==> src/rtl/can_btm_pkg.sv <==
package can_btm_pkg;

   typedef enum logic [1:0] {
      SYNC_IDLE,
      SYNC_HARD,
      SYNC_LATE,
      SYNC_EARLY
   } sync_kind_e;

   function automatic logic vote3(input logic a, input logic b, input logic c);
      return (a & b) | (a & c) | (b & c);
   endfunction

endpackage

==> src/rtl/btm_quantum_div.sv <==
module btm_quantum_div #(
   parameter int BRP_W = 6
) (
   input  logic             clk,
   input  logic             rst_n,
   input  logic [BRP_W-1:0] div,
   input  logic             restart,
   output logic             tq_tick
);
   localparam int CW = BRP_W + 1;

   logic [CW-1:0] cnt;
   logic [CW-1:0] last;
   logic          wrap;

   always_comb begin
      last    = {div, 1'b1};
      wrap    = (cnt >= last);
      tq_tick = wrap & ~restart;
   end

   always_ff @(posedge clk or negedge rst_n) begin
      if (!rst_n)       cnt <= '0;
      else if (restart) cnt <= '0;
      else if (wrap)    cnt <= '0;
      else              cnt <= cnt + 1'b1;
   end
endmodule

==> src/rtl/btm_seg_ctrl.sv <==
module btm_seg_ctrl
   import can_btm_pkg::*;
#(
   parameter int SEG_W = 4,
   parameter int SJW_W = 2,
   parameter int POS_W = 6
) (
   input  logic             clk,
   input  logic             rst_n,
   input  logic             tq_tick,
   input  logic             edge_fall,
   input  logic             sof_expect,
   input  logic             tx_dom,
   input  logic [SEG_W-1:0] prop_len,
   input  logic [SEG_W-1:0] ph1_len,
   input  logic [SEG_W-1:0] ph2_len,
   input  logic [SJW_W-1:0] sjw,
   output logic             restart,
   output logic             sample_hit,
   output logic             bit_start
);
   logic [POS_W-1:0] pos, ext, shrink;
   logic [POS_W-1:0] sp_eff, end_pos, sjw_w, late_amt;
   logic             sync_ok;
   logic             early_restart;
   sync_kind_e       kind;

   always_comb begin
      sjw_w    = POS_W'(sjw);
      sp_eff   = POS_W'(prop_len) + POS_W'(ph1_len) + ext;
      end_pos  = sp_eff + POS_W'(ph2_len) - shrink;
      late_amt = (pos < sjw_w) ? pos : sjw_w;
      kind     = SYNC_IDLE;
      if (edge_fall && sync_ok) begin
         if (sof_expect)
            kind = SYNC_HARD;
         else if (!tx_dom && (pos != '0))
            kind = (pos <= sp_eff) ? SYNC_LATE : SYNC_EARLY;
      end
      early_restart = (kind == SYNC_EARLY) && ((pos + sjw_w) > end_pos);
      restart       = (kind == SYNC_HARD) || early_restart;
      sample_hit    = tq_tick && (pos == sp_eff) && !restart;
      bit_start     = early_restart || (tq_tick && (pos >= end_pos) && !restart);
   end

   always_ff @(posedge clk or negedge rst_n) begin
      if (!rst_n) begin
         pos     <= '0;
         ext     <= '0;
         shrink  <= '0;
         sync_ok <= 1'b1;
      end else if (restart) begin
         pos     <= '0;
         ext     <= '0;
         shrink  <= '0;
         sync_ok <= 1'b0;
      end else begin
         if (kind == SYNC_LATE) begin
            ext     <= late_amt;
            sync_ok <= 1'b0;
         end
         if (kind == SYNC_EARLY) begin
            shrink  <= sjw_w;
            sync_ok <= 1'b0;
         end
         if (tq_tick) begin
            if (pos >= end_pos) begin
               pos    <= '0;
               ext    <= '0;
               shrink <= '0;
            end else begin
               pos <= pos + 1'b1;
            end
         end
         if (sample_hit) sync_ok <= 1'b1;
      end
   end
endmodule

==> src/rtl/btm_sampler.sv <==
module btm_sampler
   import can_btm_pkg::*;
#(
   parameter bit HAS_TRIPLE = 1'b1
) (
   input  logic clk,
   input  logic rst_n,
   input  logic tq_tick,
   input  logic sample_hit,
   input  logic rx,
   input  logic triple_en,
   output logic rx_bit,
   output logic sample_stb
);
   logic next_bit;

   generate
      if (HAS_TRIPLE) begin : g_vote
         logic [1:0] hist;
         always_ff @(posedge clk or negedge rst_n) begin
            if (!rst_n)       hist <= 2'b11;
            else if (tq_tick) hist <= {hist[0], rx};
         end
         assign next_bit = triple_en ? vote3(hist[1], hist[0], rx) : rx;
      end else begin : g_single
         assign next_bit = rx;
      end
   endgenerate

   always_ff @(posedge clk or negedge rst_n) begin
      if (!rst_n) begin
         rx_bit     <= 1'b1;
         sample_stb <= 1'b0;
      end else begin
         sample_stb <= sample_hit;
         if (sample_hit) rx_bit <= next_bit;
      end
   end
endmodule

==> src/rtl/can_bit_timer.sv <==
module can_bit_timer #(
   parameter int BRP_W      = 6,
   parameter int SEG_W      = 4,
   parameter int SJW_W      = 2,
   parameter bit HAS_TRIPLE = 1'b1
) (
   input  logic             clk,
   input  logic             rst_n,
   input  logic             rx_in,
   input  logic [BRP_W-1:0] tq_div,
   input  logic [SEG_W-1:0] prop_tq,
   input  logic [SEG_W-1:0] ph1_tq,
   input  logic [SEG_W-1:0] ph2_tq,
   input  logic [SJW_W-1:0] sjw_tq,
   input  logic             triple_en,
   input  logic             tx_dom,
   input  logic             sof_expect,
   output logic             sample_stb,
   output logic             tx_stb,
   output logic             rx_bit
);
   localparam int SEG_MAX = (1 << SEG_W) - 1;
   localparam int SJW_MAX = (1 << SJW_W) - 1;
   localparam int POS_W   = $clog2(3 * SEG_MAX + SJW_MAX + 2) + 1;

   generate
      if (BRP_W < 1 || SEG_W < 2 || SJW_W < 1 || SJW_W > SEG_W) begin : g_bad_cfg
         $error("can_bit_timer: unsupported width parameters");
      end
   endgenerate

   logic rx_q, edge_fall;
   logic tq_tick, restart, sample_hit, bit_start;

   always_ff @(posedge clk or negedge rst_n) begin
      if (!rst_n) begin
         rx_q   <= 1'b1;
         tx_stb <= 1'b0;
      end else begin
         rx_q   <= rx_in;
         tx_stb <= bit_start;
      end
   end

   assign edge_fall = rx_q & ~rx_in;

   btm_quantum_div #(.BRP_W(BRP_W)) u_div (
      .clk(clk), .rst_n(rst_n), .div(tq_div), .restart(restart), .tq_tick(tq_tick)
   );

   btm_seg_ctrl #(.SEG_W(SEG_W), .SJW_W(SJW_W), .POS_W(POS_W)) u_seg (
      .clk(clk), .rst_n(rst_n), .tq_tick(tq_tick), .edge_fall(edge_fall),
      .sof_expect(sof_expect), .tx_dom(tx_dom), .prop_len(prop_tq),
      .ph1_len(ph1_tq), .ph2_len(ph2_tq), .sjw(sjw_tq),
      .restart(restart), .sample_hit(sample_hit), .bit_start(bit_start)
   );

   btm_sampler #(.HAS_TRIPLE(HAS_TRIPLE)) u_smp (
      .clk(clk), .rst_n(rst_n), .tq_tick(tq_tick), .sample_hit(sample_hit),
      .rx(rx_in), .triple_en(triple_en), .rx_bit(rx_bit), .sample_stb(sample_stb)
   );
endmodule

==> config.mk <==
export PLATFORM = sky130hd
export DESIGN_NAME = can_bit_timer
export DESIGN_NICKNAME = d
export VERILOG_FILES = /design/src/rtl/can_btm_pkg.sv /design/src/rtl/btm_quantum_div.sv /design/src/rtl/btm_seg_ctrl.sv /design/src/rtl/btm_sampler.sv /design/src/rtl/can_bit_timer.sv
export SDC_FILE = /design/constraint.sdc
export NUM_CORES = 1
export LEC_CHECK = 0
export BUFFER_PORTS_ARGS = -buffer_cell sky130_fd_sc_hd__buf_2
export CAP_MARGIN = 10
export CORE_AREA = 10 10 72 119
export CTS_CLUSTER_SIZE = 20
export DETAILED_ROUTE_END_ITERATION = 8
export DIE_AREA = 0 0 82 129
export GPL_TIMING_DRIVEN = 0
export PLACE_DENSITY = 0.72
export SLEW_MARGIN = 5
export SYNTH_ARGS = -nofsm -noshare
export SYNTH_HDL_FRONTEND = slang
export SYNTH_HIERARCHICAL = 1
export SYNTH_SLANG_ARGS = --single-unit
==> constraint.sdc <==
create_clock -name clk -period 8.7 [get_ports clk]
set_input_delay 0.435 -clock clk [delete_from_list [all_inputs] [get_ports clk]]
set_output_delay 0.435 -clock clk [all_outputs]
set_load 0.02 [all_outputs]
==> impl_results.md, run 1 <==
* Via-to-Cell Ratio at 5.49
* Buf/Inv on CP at 6
* Clk_skew at 0.00396 ns
* CP arrival at around 7 ns
* Met3 routed WL at 255 µm
* Post-Synthesis Cells at ~310
* Post_cts resized at 0
* Critical Path Slowest Stage Cell: a311oi_1
* Sequential area share after synthesis at 0.290
* HP Class: in2async
* Die width at 82 µm
* Reg clk slew, reported paths at about 0.050 ns
* # IOs at 29
* Initial core utilization at 0.466
* CTS Buffer Depth at 2
* Async SR Flop Fraction at 1.00
* WP data required at 8.92 ns
* Max-cap check violation count at 0
* CTS Root Cell: clkbuf_16
* Top Metal Used: met4
* EDFF count, synth at 0
* Worst Tran Pin Value at 0.913 ns
* Cell taking the most area after synthesis: dfrtp_1
* Crit-path max FO at 10
* Total CTS buffers at 5
* Fin Hold WS at ~0.24 ns
* Placer congestion estimate at 0.930
* Post-route setup slack at roughly 1.8 ns
* Worst R2R Start: u_seg/ext[1]
* Die span in y at roughly 130 µm
* Grt ovf at 0
* Antenna Nets Post-Route at 0
* Relative slew slack at 0.387
* Final core occ at 0.524
* Type of the worst setup path: reg2reg
* Detailed Route Iter0 Violations at 85
* Startpoint types: register
* Total wire length at ~6.7 mm
* CTS tree: done
* Post-Route M1 WL at between 2 and 2.5 mm
* Standard-cell row count at 39
* Met2 Wirelength at around 3.6 mm
* Layout cell share with drive strength beyond 1 at 0.192
* First-pass GRT wire length at roughly 12 mm
* Reg2reg path depth at 25
* DR vias at about 2.3k
* CP endpoint kind: register
* Post-Syn Area at 3040 µm²
* Synth cell types at a little under 60
* Initial antenna violation count at 0
* Top-count cell post-synth: ha_1
* Largest net degree at the start of global routing at 36
* Syn_area_per_cell at around 10 µm²
* Core Area at around 6500 µm²
* Gr usage total at 0.140
* R2r setup slk at between 1.5 and 2 ns
* Commonest cells post-synth: ha_1 (45), inv_1 (38), dfrtp_1 (30)
* Residual DRC at 0
* Clock Latency Late Sink at between 0.2 and 0.3 ns
* Number of port buffers at 28
* Final Hold Viols at 0
* Via count of the first global-routing pass at roughly 2.5k
* Top FF cell, synth: dfrtp_1
* Warnings, synthesis at 6
* WL per Instance at between 15 and 20 µm
* Drt first pass iters at 5
* Post-CTS Hold Buffers at 0
* Final slew viol count at 0
* Peak per-stage delay on the critical path at around 0.74 ns
* #FFs+latches synth at 35
* Die Area at between 10000 and 15000 µm²
* Fmax at 146 MHz
* Yosys top cell area share at 0.247
* # clock sinks at 35
* Area growth syn-to-layout at 12.5%
* Nets at 423
* Post-DP HPWL at about 5.4 mm
* TNS Setup at 0 ns
* Reg2reg end: u_seg/shrink[6]
* H-tree levels at 2
* N_diodes at 0
* Post-Syn Nets at 388
* Setup WS pre-CTS at ~1.7 ns
* Main area contributors after synthesis: dfrtp_1 (25%), ha_1 (18%), fa_1 (6.6%), inv_1 (4.7%), dfstp_2 (4.3%)
* Crit share post-route at 0.788
* RSZ-0062 raised after global routing: no
* Cell family with most CP delay: adder cells
* Outcome: finished clean
* Clock period minus worst slack at between 6 and 7 ns
* Setup Buffers After CTS at 0
* Final setup vio count at 0
area by class of cell:
class	instances	area (µm²)
plain buffers	7	47.5
flip-flops and latches	35	882
inverters	39	146
well taps	82	103
clock buffers	7	133
repair buffers	28	140
fillers	633	3110
clock inverters	1	5.00
multi-input cells	226	1970
logic make-up after synthesis:
kind of cell / synth area share
simple gates: 0.159
compound gates: 0.141
fa+ha+maj: 0.254
buf+inv: 0.0637
flops: 0.290
xor+xnor: 0.0719
mux: 0.0206
worst max-delay path by stage:
stage	startpoint	end	slack, ns	cells past startpoint
2_1_floorplan	prop_tq[1]	tx_stb	2.91	26
3_3_place_gp	prop_tq[1]	u_seg/shrink[6]	1.80	26
3_5_place_dp	prop_tq[1]	u_seg/shrink[6]	1.66	26
4_1_cts	u_seg/ext[1]	u_seg/shrink[6]	1.85	25
5_1_grt	u_seg/ext[1]	u_seg/shrink[4]	1.45	25
6_report	u_seg/ext[1]	u_seg/shrink[6]	1.85	25
per-stage QoR:
step	cell area (µm²)	cells
2_1_floorplan	3040	307
3_3_place_gp	3290	417
3_5_place_dp	3290	417
4_1_cts	3420	425
5_1_grt	3420	425
6_report	3420	425
layout by cell type (no fill, tap or decap), types with 2 or more instances in the layout:
cell type   n
nor2b_1     7
nand3_1     9
o21bai_1    2
a21o_2      2
clkbuf_16   5
a21o_1      5
dfstp_2     5
inv_1      38
xor2_1     10
a21oi_1    15
a31oi_1     3
nand2_1    13
nor2_1      9
xnor2_1    15
ha_1       45
dfrtp_1    30
clkbuf_1    3
o21ai_1     2
o21ai_0     8
nand2b_1    3
fa_1       10
a21oi_2     3
o21a_1      2
and2_1      6
nand4_1     6
mux2i_1     4
nor3_2      4
nor3_1     11
buf_2      31
nor4_1      6
nand3b_1    2
worst reg2reg max path, delay by kind of cell (launching register included):
| family | cells | cell delay, ns |
|---|---|---|
| xor+xnor | 2 | 0.43 |
| compound gates | 8 | 1.95 |
| fa+ha+maj | 6 | 2.37 |
| flops | 1 | 0.39 |
| buf+inv | 6 | 1.12 |
| simple gates | 3 | 0.54 |
routing by layer:
metal	GRT usage	vias up
met3	0.0251	17
met5	0	-
met4	0.0926	0
met1	0.142	1120
li1	-	1140
met2	0.250	57
state kept, by name, summed over array words and instances, names as in the netlist:
signal and flops:
rx_q 1, u_seg/ext 7, u_smp/g_vote.hist 2, tx_stb 1
u_seg/sync_ok 1, u_div/cnt 7, u_smp/rx_bit 1, u_seg/shrink 7
u_seg/pos 7, u_smp/sample_stb 1
Power of run 1 is left out: the tool's default activity adds up to more than one toggle a clock period on the data nets, which glitch-free logic cannot reach.
==> run 2, diff against run 1 <==
--- a/config.mk
+++ b/config.mk
@@ -12,7 +12,7 @@
 export DETAILED_ROUTE_END_ITERATION = 8
 export DIE_AREA = 0 0 82 129
 export GPL_TIMING_DRIVEN = 0
-export PLACE_DENSITY = 0.72
+export PLACE_DENSITY = 0.74
 export SLEW_MARGIN = 5
 export SYNTH_ARGS = -nofsm -noshare
 export SYNTH_HDL_FRONTEND = slang
==> constraint.sdc (replaced) <==
create_clock -name clk -period 5.6 [get_ports clk]
set_input_delay 0.28 -clock clk [delete_from_list [all_inputs] [get_ports clk]]
set_output_delay 0.28 -clock clk [all_outputs]
set_load 0.02 [all_outputs]
==> run 2 against run 1 <==
Net effect: non-clock buffer count is 15 higher; first-iteration DRC count up 22%; global-route usage up 0.25 points; maximum frequency rose by 29%; cell count increased by 3.5%; critical path depth is 2 lower; sequential share of layout area decreased by 2.1 points; register-to-register slack worse by 1.6 ns; count of clock-buffer cells in the layout rose by 1; final area grew 8.8%; via count grew 1.6%; largest cell class unchanged.
==> impl_results.md, run 2 (synthesis gave the netlist of run 1 again) <==
* Antenna Nets Post-Route at 0
* Most frequent cells in the layout: ha_1 (42), inv_1 (37), buf_2 (30), dfrtp_1 (30)
* Placed insts at about 420
* Reg2reg end: u_seg/shrink[3]
* Initial core utilization at 0.466
* First-pass GRT wire length at 11.6 mm
* Die width at 82 µm
* Fillcell total at just under 600
* Placer congestion estimate at about 0.88
* Nets at ~440
* Standard-cell row count at 39
* Final setup vio count at 0
* Crit share post-route at 0.948
* Total wire length at ~7.2 mm
* Die span in y at around 130 µm
* Worst Tran Pin Value at between 0.7 and 0.8 ns
* Grt ovf at 0
* Final core occ at 0.570
* CTS Root Cell: clkbuf_16
* WL per Instance at approximately 16 µm
* HP Class: in2async
* R2r setup slk at 0.29 ns
* Layout cell share with drive strength beyond 1 at 0.277
* Area growth syn-to-layout at 22.4%
* Post-CTS Hold Buffers at 0
* Type of the worst setup path: reg2reg
* Crit path to: u_seg/shrink[3]
* Startpoint types: register
* Number of port buffers at 28
* WP data required at ~5.8 ns
* Worst path cell trace: fa_1 > ha_2 > inv_1 > fa_1 > inv_1 > fa_1 > ha_4 > buf_4 > xnor2_1 > ha_1 > a21oi_1 > o21a_1 > o21ai_0 > maj3_1 > a21oi_2 > o21ai_4 > nor2b_4 > buf_8 > inv_4 > a21oi_4 > buf_6 > a311oi_4 > and2_1
* Max-cap check violation count at 0
* Setup WS pre-CTS at -1.17 ns
* Post-route setup slack at 0.291 ns
* Via-to-Cell Ratio at about 5.4
* Worst path most repeated cell: fa_1
* H-tree levels at 2
* Via count of the first global-routing pass at 2534
* Critical Path Slowest Stage Cell: fa_1
* Core Area at 6540 µm²
* CP endpoint kind: register
* Fin Hold WS at 0.0767 ns
* Die Area at ~11000 µm²
* Worst R2R Start: u_seg/ext[1]
* Fmax at between 150 and 200 MHz
* DR vias at approximately 2.4k
* Final slew viol count at 0
* # IOs at 29
* Relative slew slack at 0.471
* Drt first pass iters at 4
* Peak per-stage delay on the critical path at ~0.54 ns
* Gr usage total at 0.143
* CTS tree: done
* Clk_skew at 0.00446 ns
* Outcome: finished clean
* CP arrival at about 5.5 ns
* Finished Layout Cells at 440
* Crit-path max FO at 6
* Clock period minus worst slack at between 5 and 6 ns
* RSZ-0062 raised after global routing: no
* Reg clk slew, reported paths at roughly 0.05 ns
* Largest net degree at the start of global routing at 36
* Total CTS buffers at 5
* Commonest non-fill, non-tap cell in the layout: ha_1
* CTS Buffer Depth at 2
* Detailed Route Iter0 Violations at 104
* Reg2reg path depth at 23
* Residual DRC at 0
* Initial antenna violation count at 0
* Final Hold Viols at 0
* Crit path launch: u_seg/ext[1]
* N_diodes at 0
* Clock Latency Late Sink at between 0.2 and 0.3 ns
* # clock sinks at 35
* Post-DP HPWL at around 5.5 mm
-- run 2: cell count changes in the layout (fill, tap and decap cells not counted), moves of 2 or more --
cell,previous run,this run
ha_1,45,42
buf_8,0,2
buf_4,0,13
buf_6,1,3
a21oi_4,0,2
xnor2_2,0,3
ha_2,0,2
xnor2_1,15,12
a21oi_1,15,13
clkbuf_8,1,3
clkbuf_1,3,1
-- run 2: metrics by stage --
stage | instance area, µm² | TNS, ns
floorplan | 3050 | 0
global placement | 3290 | -17.57
detailed placement | 3290 | -18.87
CTS | 3670 | 0
global route | 3730 | 0
finish | 3730 | 0
-- run 2: critical path, delay by kind of cell, from the launching register on --
kind / cells / cell delay, ns
adder cells (fa/ha/maj): 7 / 2.69
AO/OA/AOI/OAI: 7 / 0.97
buffers and inverters: 6 / 0.55
flip-flops: 1 / 0.39
AND/OR/NAND/NOR: 2 / 0.33
XOR/XNOR: 1 / 0.27
-- run 2: how the worst min path moves through the flow --
| stage | cells past startpoint | startpoint | slack, ns | end |
|---|---|---|---|---|
| 6_report | 1 | rst_n | 0.08 | u_seg/shrink[4] |
| 5_1_grt | 1 | rst_n | 0.14 | u_seg/shrink[4] |
| 4_1_cts | 1 | rst_n | 0.11 | u_seg/shrink[4] |
| 3_5_place_dp | 1 | rst_n | 0.41 | u_seg/shrink[4] |
| 3_3_place_gp | 1 | rst_n | 0.39 | u_seg/ext[2] |
| 2_1_floorplan | 0 | rst_n | -0.02 | tx_stb |
-- run 2: per-layer routing --
layer / up-vias / global-route usage / routed length, µm
met1: 1127 / 0.137 / 2570
met2: 51 / 0.263 / 4060
met4: 0 / 0.0915 / 326
li1: 1171 / - / -
met5: - / 0 / 0
met3: 22 / 0.0279 / 254
-- run 2: area by class of cell --
class | instances | area [µm²] | share of cell area
timing repair buffer | 45 | 304 | 0.0816
tap | 82 | 103 | 0.0275
inverter | 39 | 149 | 0.0400
buffer | 5 | 53.8 | 0.0144
multi-input combinational | 226 | 2080 | 0.558
sequential | 35 | 882 | 0.237
clock buffer | 8 | 156 | 0.0420
-- run 2: timing repair --
action / 4_1_cts / 5_1_grt
endpoints found under the setup margin: 27 / 21
gates resized for setup: 20 / 14
cloned: 1 / 0
pin swaps: 14 / 20
setup buffers: 13 / 3
Power of run 2 is left out for the same reason.
==> run 3, diff against run 2 <==
--- a/config.mk
+++ b/config.mk
@@ -5,14 +5,15 @@
 export SDC_FILE = /design/constraint.sdc
 export NUM_CORES = 1
 export LEC_CHECK = 0
-export BUFFER_PORTS_ARGS = -buffer_cell sky130_fd_sc_hd__buf_2
 export CAP_MARGIN = 10
 export CORE_AREA = 10 10 72 119
+export CTS_BUF_LIST = sky130_fd_sc_hd__clkbuf_4 sky130_fd_sc_hd__clkbuf_8 sky130_fd_sc_hd__clkbuf_16
 export CTS_CLUSTER_SIZE = 20
 export DETAILED_ROUTE_END_ITERATION = 8
 export DIE_AREA = 0 0 82 129
+export DONT_BUFFER_PORTS = 1
 export GPL_TIMING_DRIVEN = 0
-export PLACE_DENSITY = 0.74
+export PLACE_DENSITY = 0.7
 export SLEW_MARGIN = 5
 export SYNTH_ARGS = -nofsm -noshare
 export SYNTH_HDL_FRONTEND = slang
==> run 3 against run 2 <==
Net effect: register-to-register slack worse by 0.12 ns; first-iteration DRC count up 56%; utilization down 2.1 points; largest cell class unchanged.
==> impl_results.md, run 3 (synthesis gave the netlist of run 1 again) <==
* CTS Buffer Depth at 2
* Relative slew slack at 0.596
* Clk_skew at about 0.0032 ns
* Via count of the first global-routing pass at between 2k and 2.5k
* Critical Path Slowest Stage Cell: fa_1
* Setup WS pre-CTS at -0.976 ns
* TNS Setup at 0 ns
* Most frequent cells in the layout: ha_1 (43), inv_1 (37), dfrtp_1 (30)
* Via-to-Cell Ratio at roughly 5.7
* Fillcell total at approximately 590
* # clock sinks at 35
* Gr usage total at 0.141
* Clock period minus worst slack at about 5.4 ns
* Worst Tran Pin Value at between 0.6 and 0.7 ns
* Post-route setup slack at 0.169 ns
* Residual DRC at 0
* Clock Latency Late Sink at around 0.28 ns
* Worst path most repeated cell: fa_1
* Fin Hold WS at roughly 0.15 ns
* CTS tree: done
* Die span in y at 129 µm
* H-tree levels at 2
* Initial antenna violation count at 0
* R2r setup slk at 0.17 ns
* Met1 usage at 0.144
* Final core occ at 0.549
* Met2 Usage GRT at 0.258
* Die width at between 80 and 90 µm
* Commonest non-fill, non-tap cell in the layout: ha_1
* Seq. cell area at around 880 µm²
* Outcome: finished clean
* Hold Crit Endpoint: u_smp/g_vote.hist[0]
* Post-DP HPWL at between 5 and 6 mm
* Area of the multi-input gates at 2040 µm²
* N_diodes at 0
* CP endpoint kind: register
* Final slew viol count at 0
* Peak per-stage delay on the critical path at approximately 0.53 ns
* HP Class: in2reg
* DR vias at around 2.4k
* Largest net degree at the start of global routing at 36
* Startpoint types: register
* Hold depth at 1
* Die Area at ~11000 µm²
* Reg2reg path depth at 25
* Core Area at about 6500 µm²
* Cell family with most CP delay: adder cells
* Global route hottest layer: met2
* WL per Instance at between 15 and 20 µm
* Final Hold Viols at 0
* Grt met3 use at 0.0307
* Nets at 413
* Max-cap check violation count at 0
* Hold path start: rx_in
* Grt ovf at 0
* Placer congestion estimate at 0.927
* Fmax at about 180 MHz
* Drt first pass iters at 4
* Standard-cell row count at 39
* WP data required at roughly 5.8 ns
* Final setup vio count at 0
* Crit share post-route at 0.970
* CTS Root Cell: clkbuf_16
* Total wire length at between 7 and 8 mm
* Reg clk slew, reported paths at 0.05 ns
* Antenna Nets Post-Route at 0
* First-pass GRT wire length at between 10 and 15 mm
* CP arrival at 5.60 ns
* Initial core utilization at 0.466
* # IOs at 29
* Detailed Route Iter0 Violations at about 160
* Crit-path max FO at 9
* Type of the worst setup path: reg2reg
* Buf/Inv on CP at 6
* Reg2reg end: u_seg/shrink[2]
* Number of port buffers at 0
* Area growth syn-to-layout at 17.9%
* Worst R2R Start: u_seg/ext[1]
* Layout cell share with drive strength beyond 1 at 0.198
* Total CTS buffers at 5
[run 3: area by class of cell]
class	instances	area share
clock buffers	7	0.0408
inverters	39	0.0408
clock inverters	1	0.00139
multi-input cells	226	0.569
repair buffers	19	0.0547
flip-flops and latches	35	0.246
plain buffers	6	0.0192
well taps	82	0.0286
[run 3: layer usage]
layer	vias to the layer above	wire, µm
met3	21	315
met2	56	3870
met1	1157	2590
met4	0	308
met5	-	0
li1	1117	-
[run 3: stage by stage]
| stage | cells | cell area [µm²] |
|---|---|---|
| after floorplan | 307 | 3050 |
| after global placement | 389 | 3150 |
| after detailed placement | 389 | 3150 |
| after CTS | 411 | 3530 |
| after global routing | 415 | 3590 |
| final | 415 | 3590 |
[run 3: what timing repair did]
action / CTS / global route
pin swaps: 12 / 18
gates cloned: 1 / 0
endpoints found under the setup margin: 27 / 22
hold buffers: 3 / 0
resized for setup: 17 / 7
setup buffers: 10 / 5
endpoints found under the hold margin: 36 / 0
[run 3: how the worst max path moves through the flow]
stage,from,endpoint,slack (ns),cells past startpoint
after floorplan,u_seg/ext[1],tx_stb,0.06,26
after global placement,u_seg/ext[1],u_seg/shrink[5],-0.94,25
after global routing,u_seg/ext[1],tx_stb,-0.04,26
after detailed placement,u_seg/ext[1],u_seg/shrink[6],-0.98,25
final,u_seg/ext[1],u_seg/shrink[2],0.17,25
after CTS,u_seg/ext[1],u_seg/shrink[6],0.009,26
Power of run 3 is left out for the same reason.
